===== config.mk =====
export PLATFORM = sky130hd
export DESIGN_NAME = i2c_reg_slave
export DESIGN_NICKNAME = d
export VERILOG_FILES = /design/src/rtl/i2c_reg_pkg.sv /design/src/rtl/i2c_bus_sync.sv /design/src/rtl/i2c_reg_bank.sv /design/src/rtl/i2c_slave_fsm.sv /design/src/rtl/i2c_reg_slave.sv
export SDC_FILE = /design/constraint.sdc
export NUM_CORES = 1
export LEC_CHECK = 0
export BUFFER_PORTS_ARGS = -buffer_cell sky130_fd_sc_hd__buf_2
export CORE_MARGIN = 3
export CORE_UTILIZATION = 35
export CTS_BUF_LIST = sky130_fd_sc_hd__clkbuf_8
export DETAILED_ROUTE_END_ITERATION = 8
export SYNTH_ARGS = -nofsm -noshare
export SYNTH_HDL_FRONTEND = slang
export SYNTH_SLANG_ARGS = --single-unit

===== constraint.sdc =====
create_clock -name clk_i -period 3.5 [get_ports clk_i]
set_clock_uncertainty 0.05 [all_clocks]
set_input_delay 0.175 -clock clk_i [delete_from_list [all_inputs] [get_ports clk_i]]
set_output_delay 0.175 -clock clk_i [all_outputs]
set_load 0.005 [all_outputs]

===== src/rtl/i2c_reg_pkg.sv =====
package i2c_reg_pkg;
  localparam int BYTE_W = 8;

  typedef enum logic [2:0] {
    ST_IDLE,
    ST_ADDR,
    ST_RX,
    ST_ACK,
    ST_TX,
    ST_MACK,
    ST_IGNORE
  } bus_state_e;
endpackage


===== src/rtl/i2c_bus_sync.sv =====
module i2c_bus_sync #(
  parameter int STAGES = 2
) (
  input  logic clk_i,
  input  logic rst_ni,
  input  logic scl_i,
  input  logic sda_i,
  output logic scl_o,
  output logic sda_o,
  output logic start_o,
  output logic stop_o,
  output logic rise_o,
  output logic fall_o
);
  logic [STAGES-1:0] scl_sh, sda_sh;
  logic scl_q, sda_q;

  always_ff @(posedge clk_i or negedge rst_ni) begin
    if (!rst_ni) begin
      scl_sh <= '1;
      sda_sh <= '1;
      scl_q  <= 1'b1;
      sda_q  <= 1'b1;
    end else begin
      scl_sh <= {scl_sh[STAGES-2:0], scl_i};
      sda_sh <= {sda_sh[STAGES-2:0], sda_i};
      scl_q  <= scl_sh[STAGES-1];
      sda_q  <= sda_sh[STAGES-1];
    end
  end

  assign scl_o   = scl_sh[STAGES-1];
  assign sda_o   = sda_sh[STAGES-1];
  assign start_o = scl_o & scl_q & sda_q & ~sda_o;
  assign stop_o  = scl_o & scl_q & ~sda_q & sda_o;
  assign rise_o  = scl_o & ~scl_q;
  assign fall_o  = ~scl_o & scl_q;
endmodule


===== src/rtl/i2c_reg_bank.sv =====
module i2c_reg_bank #(
  parameter int NUM_REGS = 8,
  parameter int AW       = 8,
  parameter int DW       = 8
) (
  input  logic                   clk_i,
  input  logic                   rst_ni,
  input  logic                   clear_i,
  input  logic                   we_i,
  input  logic [AW-1:0]          waddr_i,
  input  logic [DW-1:0]          wdata_i,
  input  logic [AW-1:0]          raddr_i,
  output logic [DW-1:0]          rdata_o,
  output logic [NUM_REGS*DW-1:0] cfg_o
);
  logic [DW-1:0] reg_q [NUM_REGS];

  always_ff @(posedge clk_i or negedge rst_ni) begin
    if (!rst_ni) begin
      for (int i = 0; i < NUM_REGS; i++) reg_q[i] <= '0;
    end else if (clear_i) begin
      for (int i = 0; i < NUM_REGS; i++) reg_q[i] <= '0;
    end else begin
      for (int i = 0; i < NUM_REGS; i++)
        if (we_i && waddr_i == AW'(i)) reg_q[i] <= wdata_i;
    end
  end

  // unmapped addresses fall through to zero
  always_comb begin
    rdata_o = '0;
    for (int i = 0; i < NUM_REGS; i++)
      if (raddr_i == AW'(i)) rdata_o = reg_q[i];
  end

  for (genvar g = 0; g < NUM_REGS; g++) begin : g_cfg
    assign cfg_o[g*DW +: DW] = reg_q[g];
  end

  a_r8_clear_all: assert property (@(posedge clk_i) disable iff (!rst_ni)
    clear_i |=> (cfg_o == '0));

  a_r7_unmapped_write_ignored: assert property (@(posedge clk_i) disable iff (!rst_ni)
    (we_i && waddr_i >= AW'(NUM_REGS) && !clear_i) |=> $stable(cfg_o));
endmodule


===== src/rtl/i2c_slave_fsm.sv =====
module i2c_slave_fsm
  import i2c_reg_pkg::*;
#(
  parameter logic [6:0] DEV_ADDR = 7'h48
) (
  input  logic              clk_i,
  input  logic              rst_ni,
  input  logic              pullup_low_i,
  input  logic              scl_s_i,
  input  logic              sda_s_i,
  input  logic              start_i,
  input  logic              stop_i,
  input  logic              rise_i,
  input  logic              fall_i,
  input  logic [BYTE_W-1:0] rdata_i,
  output logic              we_o,
  output logic [BYTE_W-1:0] waddr_o,
  output logic [BYTE_W-1:0] wdata_o,
  output logic [BYTE_W-1:0] raddr_o,
  output logic              sda_oe_o
);
  bus_state_e        state_q;
  logic [3:0]        bit_cnt_q;
  logic [BYTE_W-1:0] shreg_q, ptr_q;
  logic              ptr_phase_q, rw_q, mack_q, oe_q;

  assign we_o     = (state_q == ST_RX) && fall_i && (bit_cnt_q == 4'd8) &&
                    !ptr_phase_q && !pullup_low_i && !start_i && !stop_i;
  assign waddr_o  = ptr_q;
  assign wdata_o  = shreg_q;
  assign raddr_o  = ptr_q;
  assign sda_oe_o = oe_q;

  always_ff @(posedge clk_i or negedge rst_ni) begin
    if (!rst_ni) begin
      state_q     <= ST_IDLE;
      bit_cnt_q   <= '0;
      shreg_q     <= '0;
      ptr_q       <= '0;
      ptr_phase_q <= 1'b0;
      rw_q        <= 1'b0;
      mack_q      <= 1'b0;
      oe_q        <= 1'b0;
    end else if (pullup_low_i) begin
      state_q <= ST_IDLE;
      oe_q    <= 1'b0;
    end else if (start_i) begin
      state_q   <= ST_ADDR;
      bit_cnt_q <= '0;
      oe_q      <= 1'b0;
    end else if (stop_i) begin
      state_q <= ST_IDLE;
      oe_q    <= 1'b0;
    end else begin
      unique case (state_q)
        ST_ADDR, ST_RX: begin
          if (rise_i) begin
            shreg_q   <= {shreg_q[BYTE_W-2:0], sda_s_i};
            bit_cnt_q <= bit_cnt_q + 4'd1;
          end else if (fall_i && bit_cnt_q == 4'd8) begin
            if (state_q == ST_ADDR) begin
              if (shreg_q[7:1] == DEV_ADDR) begin
                rw_q        <= shreg_q[0];
                ptr_phase_q <= ~shreg_q[0];
                state_q     <= ST_ACK;
                oe_q        <= 1'b1;
              end else begin
                state_q <= ST_IGNORE;
              end
            end else begin
              if (ptr_phase_q) begin
                ptr_q       <= shreg_q;
                ptr_phase_q <= 1'b0;
              end else begin
                ptr_q <= ptr_q + 1'b1;
              end
              state_q <= ST_ACK;
              oe_q    <= 1'b1;
            end
          end
        end
        ST_ACK: begin
          if (fall_i) begin
            bit_cnt_q <= '0;
            if (rw_q) begin
              shreg_q <= rdata_i;
              ptr_q   <= ptr_q + 1'b1;
              oe_q    <= ~rdata_i[7];
              state_q <= ST_TX;
            end else begin
              oe_q    <= 1'b0;
              state_q <= ST_RX;
            end
          end
        end
        ST_TX: begin
          if (fall_i) begin
            if (bit_cnt_q == 4'd7) begin
              oe_q    <= 1'b0;
              state_q <= ST_MACK;
            end else begin
              shreg_q   <= {shreg_q[BYTE_W-2:0], 1'b0};
              oe_q      <= ~shreg_q[6];
              bit_cnt_q <= bit_cnt_q + 4'd1;
            end
          end
        end
        ST_MACK: begin
          if (rise_i) begin
            mack_q <= ~sda_s_i;
          end else if (fall_i) begin
            if (mack_q) begin
              shreg_q   <= rdata_i;
              ptr_q     <= ptr_q + 1'b1;
              oe_q      <= ~rdata_i[7];
              bit_cnt_q <= '0;
              state_q   <= ST_TX;
            end else begin
              state_q <= ST_IGNORE;
            end
          end
        end
        default: ;
      endcase
    end
  end

  a_r5_sda_steady_scl_high: assert property (@(posedge clk_i) disable iff (!rst_ni)
    (scl_s_i && !pullup_low_i) |=> $stable(oe_q));

  a_r9_pullup_forces_idle: assert property (@(posedge clk_i) disable iff (!rst_ni)
    pullup_low_i |=> (state_q == ST_IDLE && !oe_q));

  a_r2_start_restarts: assert property (@(posedge clk_i) disable iff (!rst_ni)
    (start_i && !pullup_low_i) |=> (state_q == ST_ADDR && bit_cnt_q == 4'd0));

  a_r6_nack_releases: assert property (@(posedge clk_i) disable iff (!rst_ni)
    (state_q == ST_MACK && fall_i && !mack_q && !pullup_low_i) |=>
      (state_q == ST_IGNORE && !oe_q));

  a_r10_mismatch_no_ack: assert property (@(posedge clk_i) disable iff (!rst_ni)
    (state_q == ST_ADDR && fall_i && bit_cnt_q == 4'd8 &&
     shreg_q[7:1] != DEV_ADDR && !pullup_low_i) |=> (!oe_q && state_q == ST_IGNORE));
endmodule


===== src/rtl/i2c_reg_slave.sv =====
module i2c_reg_slave
  import i2c_reg_pkg::*;
#(
  parameter logic [6:0] DEV_ADDR    = 7'h48,
  parameter int         NUM_REGS    = 8,
  parameter int         SYNC_STAGES = 2
) (
  input  logic                       clk_i,
  input  logic                       rst_ni,
  input  logic                       scl_i,
  input  logic                       sda_i,
  input  logic                       supply_ok_i,
  input  logic                       pullup_low_i,
  output logic                       sda_oe_o,
  output logic [NUM_REGS*BYTE_W-1:0] cfg_o
);
  logic scl_s, sda_s, start, stop, rise, fall;
  logic we;
  logic [BYTE_W-1:0] waddr, wdata, raddr, rdata;

  i2c_bus_sync #(.STAGES(SYNC_STAGES)) u_sync (
    .clk_i   (clk_i),
    .rst_ni  (rst_ni),
    .scl_i   (scl_i),
    .sda_i   (sda_i),
    .scl_o   (scl_s),
    .sda_o   (sda_s),
    .start_o (start),
    .stop_o  (stop),
    .rise_o  (rise),
    .fall_o  (fall)
  );

  i2c_slave_fsm #(.DEV_ADDR(DEV_ADDR)) u_fsm (
    .clk_i        (clk_i),
    .rst_ni       (rst_ni),
    .pullup_low_i (pullup_low_i),
    .scl_s_i      (scl_s),
    .sda_s_i      (sda_s),
    .start_i      (start),
    .stop_i       (stop),
    .rise_i       (rise),
    .fall_i       (fall),
    .rdata_i      (rdata),
    .we_o         (we),
    .waddr_o      (waddr),
    .wdata_o      (wdata),
    .raddr_o      (raddr),
    .sda_oe_o     (sda_oe_o)
  );

  i2c_reg_bank #(.NUM_REGS(NUM_REGS), .AW(BYTE_W), .DW(BYTE_W)) u_bank (
    .clk_i   (clk_i),
    .rst_ni  (rst_ni),
    .clear_i (~supply_ok_i),
    .we_i    (we),
    .waddr_i (waddr),
    .wdata_i (wdata),
    .raddr_i (raddr),
    .rdata_o (rdata),
    .cfg_o   (cfg_o)
  );
endmodule


==> results of run 1 <==
stage by stage:
step / instance area [um^2] / setup WS, ns / total power (uW) / hold slack (ns) / utilization (%)
3_5_place_dp: 5860 / 0.709 / 2980 / 0.231 / 39.6
5_1_grt: 6090 / 0.440 / 3990 / 0.126 / 41.1
6_report: 6090 / 0.627 / 3740 / 0.128 / 41.1
3_3_place_gp: 5860 / 0.713 / 2950 / 0.232 / 39.6
4_1_cts: 6090 / 0.664 / 3740 / 0.104 / 41.1
2_1_floorplan: 5400 / 1.44 / 2600 / -0.171 / -
how the worst min path moves through the flow:
stage            startpoint                           end  slack [ns]  depth (start not counted)
4_1_cts        pullup_low_i  u_fsm.state_q[0]$_DFFE_PN0P_        0.10                          3
3_3_place_gp          sda_i    u_sync.sda_sh[0]$_DFF_PN1_        0.23                          1
5_1_grt        pullup_low_i  u_fsm.state_q[0]$_DFFE_PN0P_        0.13                          3
2_1_floorplan        rst_ni   u_bank.cfg_o[0]$_DFFE_PN0P_       -0.17                          0
3_5_place_dp          scl_i    u_sync.scl_sh[0]$_DFF_PN1_        0.23                          1
6_report       pullup_low_i  u_fsm.state_q[0]$_DFFE_PN0P_        0.13                          3
power groups by stage:
stage                     Combinational, uW  Clock, uW  Sequential [uW]
after floorplan                        1200          0             1400
after global placement                 1400          0             1560
after detailed placement               1420          0             1560
after CTS                              1440        761             1540
after global routing                   1610        809             1570
final                                  1450        743             1540
worst reg2reg max path: stages (launching register included):
cell and delay, ns:
dfrtp_1 0.43, inv_1 0.14, ha_1 0.83, buf_4 0.34, nor3_1 0.09, nand3_1 0.23, o221ai_1 0.20, a211o_1 0.34
a31oi_1 0.15
final cells by class:
| class | count | area, um^2 | share of cell area (%) |
|---|---|---|---|
| Clock inverter | 6 | 60.1 | 0.986 |
| Sequential cell | 97 | 2430 | 40.0 |
| Clock buffer | 10 | 138 | 2.26 |
| Tap cell | 184 | 230 | 3.78 |
| Multi-Input combinational cell | 392 | 2740 | 45.0 |
| Timing Repair Buffer | 81 | 443 | 7.27 |
| Inverter | 12 | 45.0 | 0.740 |
cells in the final DEF, fill, tap and decap left out, types with 3 or more instances in the layout:
master,instances
a21oi_1,34
and2_1,4
o31ai_1,3
nand2_4,3
dfrtp_1,91
nand2_8,4
clkbuf_8,10
nor2b_1,17
and3_1,3
nand3_1,13
o311ai_0,7
o21ai_0,11
mux2i_1,68
nor3_1,7
and4b_1,3
buf_2,69
buf_4,9
nand4_1,4
a32oi_1,3
nand2b_1,8
nor3b_1,5
ha_1,6
o221ai_1,4
nand2_1,92
inv_1,14
o211ai_1,3
dlygate4sd3_1,3
or3_1,3
dfstp_2,6
a221oi_1,7
a221o_1,5
a31oi_1,13
a211o_1,4
nor2_1,14
kinds of logic after synthesis:
group	count (synthesis)	synth area share [%]
DFF	97	45.1
adders and majority gates	6	1.39
and+or+nand+nor	197	20.3
xor gates and xnor gates	2	0.324
muxes	70	13.0
buffers and inverters	47	4.24
AOI/OAI and AO/OA	117	15.6
state kept, by name, indices dropped and copies added, names as in the netlist:
signal / flops
u_sync.scl_q: 1
u_fsm.mack_q: 1
u_sync.scl_sh: 2
u_fsm.rw_q: 1
u_fsm.bit_cnt_q: 4
u_fsm.wdata_o: 8
u_sync.sda_sh: 2
u_sync.sda_q: 1
u_fsm.raddr_o: 8
u_fsm.ptr_phase_q: 1
u_fsm.state_q: 3
u_fsm.sda_oe_o: 1
u_bank.cfg_o: 64
timing repair:
action                    4_1_cts  5_1_grt
hold endpoints to repair       61        0
resized for setup               0        0
hold buffers                    3        0
per-layer routing:
layer	vias up	track usage, %
met3	35	3.52
met2	154	29.6
met5	-	0
met1	2238	24.9
met4	0	7.95
li1	2065	-
==> run summary, run 1 <==
Outcome = completed
Clk buf depth = 2
Clock sink count = 97
Die width = 130 um
Sw frac = 42.8%
Vias per Instance = 5.74
Pin count of the biggest net entering global routing = 68
Diodes inserted = 0
Core ar. = 14800 um^2
Worst R2R Path Depth = 8
Syn Area/Cell = 10.1 um^2
Worst setup EP type = register
DRC Markers = 0
Post-synth top area share = 42.2%
Dominant cell by count in the synthesized netlist = nand2_1
Crit path depth = 8
CP Capture Point = u_fsm.wdata_o[3]$_DFFE_PN0P_
First-pass iteration count of the detailed router = 5
Post-CTS setup buffers = 0
Flops & latches, synth = 97
Post-synth top flop = dfrtp_1
Met3 wire len = 859 um
Crit path max fanout = 22
Initial antenna violation count = 0
Final setup fails = 0
Fill count = 1453
Max-capacitance violation count = 0
Peak supply drop = 0.375 mV
Flop2flop setup slack = 0.63 ns
WP data arrival = 3.12 ns
CP peak stage delay = 0.83 ns
Post-synth top cells = nand2_1 (92), dfrtp_1 (91), mux2i_1 (68)
Final net count = 605
EDFF count, synth = 0
Reg-to-Reg Start = u_fsm.raddr_o[0]$_DFFE_PN0P_
Critical path class = reg2reg
Synth area leader = dfrtp_1
Initial Util = 36.5%
Clock Power Share = 19.9%
Gate count after technology mapping = 536
Vias in the first global route = 4531
Via count = 4492
Layout cells sized above 1 = 20.2%
Layout Cells excl Fill = 782
GPL Wtd Cong = 0.941
Pwr Density = 614 nW/um^2
Syn_nets = 548
Comb pwr share = 38.9%
GR Overflow Total = 0
Rows = 44
Fin. Hold Viols = 0
Worst skew pair latency = 0.38 ns
Unique masters post-synth = 71
Die Ht = 130 um
Reg2Reg Capture Point = u_fsm.wdata_o[3]$_DFFE_PN0P_
Total Routed Length = 15200 um
Highest routed layer = met4
Min-Delay Path Class = in2reg
Setup TNS = 0 ns
Die ar. = 17000 um^2
Synth top area cells = dfrtp_1 (42%), mux2i_1 (13%), nand2_1 (6.4%)
Routed Antenna Nets = 0
Asr flop ratio synth = 100%
Clock root cell = clkbuf_8
Clock transition at the registers of the reported paths = 0.09 ns
RSZ-0062 raised after global routing = no
CP delay by family, top = adder cells
TritonCTS clock tree = built
Ys Warns = 0
Slowest-stage cell, CP = ha_1
Internal = 2140 uW
H-tree Lvls = 3
CP Buf/Inv Count = 2
Port bufs = 70
Met2 WL = 7190 um
Max-slew violations = 0
Initial detailed-routing violation count = 297
Post-layout min period = 2.87 ns
Worst Path Required = 3.75 ns
Synthesized area = 5400 um^2
Wire per inst = 19.4 um
DRT met1 WL = 6680 um
Global Route Usage Sum = 18.6%
Highest clock rate = 348 MHz
Relative slew slack = 34.1%
Syn-to-layout area delta = 12.7%
Total CTS buffers = 9
DP HPWL = 10600 um
First-pass GRT wire length = 24700 um
Setup crit start = u_fsm.raddr_o[0]$_DFFE_PN0P_
Leak Pwr = 0.00317 uW
Worst Tran Pin Value = 0.988 ns
Seq pwr share = 41.2%
Sequential cell area fraction in the yosys report = 45.1%
Dpl cells = 763
IO Count = 71
Crit-path cells = inv_1, ha_1, buf_4, nor3_1, nand3_1, o221ai_1, a211o_1, a31oi_1
P_sw = 1600 uW
Period utilization = 82.1%
Worst Setup Start Kind = register
(Power assumes the default switching activity.)
==> run 2, diff against run 1 <==
==> constraint.sdc (replaced) <==
create_clock -name clk_i -period 2.32 [get_ports clk_i]
set_clock_uncertainty 0.05 [all_clocks]
set_input_delay 0.116 -clock clk_i [delete_from_list [all_inputs] [get_ports clk_i]]
set_output_delay 0.116 -clock clk_i [all_outputs]
set_load 0.005 [all_outputs]
==> run 2 against run 1 <==
  * Routed wire length is 3.0% higher
  * Flip-flop and latch count stayed put
  * Sequential power is 43% higher
  * Global-route usage is 0.26 points higher
  * Final area is 4.3% higher
  * First-iteration DRC count is 48% higher
  * Clock power is 53% higher
  * Critical endpoint is now u_fsm.wdata_o[7]$_DFFE_PN0P_
  * Count of clock-buffer cells in the layout stayed put
  * Sequential share of layout area is 1.6 points lower
  * Register-to-register slack worse by 0.53 ns
==> run summary, run 2 (synthesis results as in run 1) <==
Worst Tran Pin Value = 0.511 ns (-0.477 ns)
First-pass GRT wire length = 25200 um (+2.2%)
Highest clock rate = 450 MHz (+29%)
Total Routed Length = 15600 um (+3.0%)
IO Count = 71 (unchanged)
Setup TNS = 0 ns (unchanged)
Final setup fails = 0 (unchanged)
Peak supply drop = 0.507 mV (+35%)
H-tree Lvls = 3 (unchanged)
Fin. Hold Viols = 0 (unchanged)
TritonCTS clock tree = built
Die width = 130 um (unchanged)
Most common cell after layout, fill and taps aside = nand2_1
RSZ-0062 raised after global routing = yes
Clock root cell = clkbuf_8
Worst skew pair latency = 0.38 ns (about the same)
Final net count = 632 (+4.5%)
Die ar. = 17000 um^2 (unchanged)
Global Route Usage Sum = 18.9% (+0.26 points)
Diodes inserted = 0 (unchanged)
Total CTS buffers = 9 (unchanged)
Wire per inst = 19.3 um (-0.48%)
Worst Setup Start Kind = register
Clock sink count = 97 (unchanged)
GR Overflow Total = 0 (unchanged)
Highest-count cells in the layout ignoring fill and taps = nand2_1 (92), dfrtp_1 (90), buf_2 (69), mux2i_1 (68), a21oi_1 (34)
Leak Pwr = 0.00331 uW (+4.7%)
Dpl cells = 790 (+3.5%)
Routed Antenna Nets = 0 (unchanged)
Via count = 4591 (+2.2%)
Crit path max fanout = 21 (-4.5%)
DP HPWL = 11400 um (+6.7%)
Layout Cells excl Fill = 809 (+3.5%)
Critical path class = reg2reg
Vias in the first global route = 4534 (+0.066%)
Layout cells sized above 1 = 24.3% (+4.1 points)
Initial antenna violation count = 0 (unchanged)
Period utilization = 95.7% (+14 points)
Rows = 44 (unchanged)
Clk buf depth = 2 (unchanged)
Die Ht = 130 um (unchanged)
Core ar. = 14800 um^2 (unchanged)
Syn-to-layout area delta = 17.5%
Max-capacitance violation count = 0 (unchanged)
WP data arrival = 2.48 ns (-0.64 ns)
Outcome = completed
First-pass iteration count of the detailed router = 6 (+1)
Vias per Instance = 5.67 (-1.2%)
Pin count of the biggest net entering global routing = 44 (-35%)
Max FFs per register = 64 (unchanged)
Post-layout min period = 2.22 ns (-0.653 ns)
Post-CTS setup buffers = 0 (unchanged)
Initial detailed-routing violation count = 440 (+48%)
GPL Wtd Cong = 0.904 (-4.0%)
Max-slew violations = 0 (unchanged)
DRC Markers = 0 (unchanged)
Initial Util = 36.5% (unchanged)
Port bufs = 70 (unchanged)
Min-Delay Path Class = in2reg
Worst setup EP type = register
Pwr Density = 937 nW/um^2 (+53%)
Clock transition at the registers of the reported paths = 0.10 ns (about the same)
Worst Path Required = 2.58 ns (-1.17 ns)
Hold slack = 0.0729 ns (-0.0549 ns)
Relative slew slack = 65.9% (+32 points)
[run 2: critical path, cell delays in order, from the launching register on]
cell	delay [ns]
dfrtp_2	0.45
inv_1	0.09
ha_1	0.24
buf_6	0.24
a21oi_1	0.09
a221oi_1	0.34
o21ai_1	0.14
or3_1	0.36
a31oi_1	0.14
[run 2: cell type report]
cell class	instances	area, um^2
flip-flops and latches	97	2440
well taps	184	230
repair buffers	108	674
multi-input cells	392	2760
clock buffers	10	138
fillers	1411	8460
inverters	12	45.0
clock inverters	6	62.6
[run 2: stage by stage]
step	power [uW]	setup slack [ns]	cell area, um^2	utilization (%)
floorplan	3930	0.256	5400	-
global placement	4680	-0.00326	6090	41.1
detailed placement	4740	-0.0558	6090	41.1
CTS	5910	0.0206	6320	42.7
global route	6320	-0.0285	6350	42.9
finish	5950	0.100	6350	42.9
[run 2: worst paths after layout]
path                                               from                           end  slack, ns  cells after the start
min in group asynchronous                        rst_ni  u_fsm.state_q[2]$_DFFE_PN0P_       0.11                      2
hold reg to reg              u_sync.scl_sh[0]$_DFF_PN1_    u_sync.scl_sh[1]$_DFF_PN1_       0.31                      0
hold / removal                             pullup_low_i  u_fsm.state_q[0]$_DFFE_PN0P_       0.07                      3
setup reg to reg           u_fsm.raddr_o[1]$_DFFE_PN0P_  u_fsm.wdata_o[7]$_DFFE_PN0P_       0.10                      8
max in group asynchronous                        rst_ni  u_bank.cfg_o[19]$_DFFE_PN0P_       1.35                      3
setup / recovery           u_fsm.raddr_o[1]$_DFFE_PN0P_  u_fsm.wdata_o[7]$_DFFE_PN0P_       0.10                      8
[run 2: power breakdown]
group / internal (uW) / switching [uW]
Clock: 525 / 620
Sequential: 1900 / 299
Combinational: 1030 / 1570
[run 2: metal layers]
metal | global-route usage, % | vias up | wire, um
li1 | - | 2110 | -
met1 | 26.1 | 2288 | 7090
met2 | 30.2 | 169 | 7410
met3 | 2.95 | 24 | 821
met4 | 6.48 | 0 | 292
met5 | 0 | - | 0
[run 2: repair_timing]
action | in CTS | in global routing
hold buffers | 3 | 0
resized for setup | 3 | 7
hold endpoints to repair | 64 | 0
endpoints found under the setup margin | 6 | 9
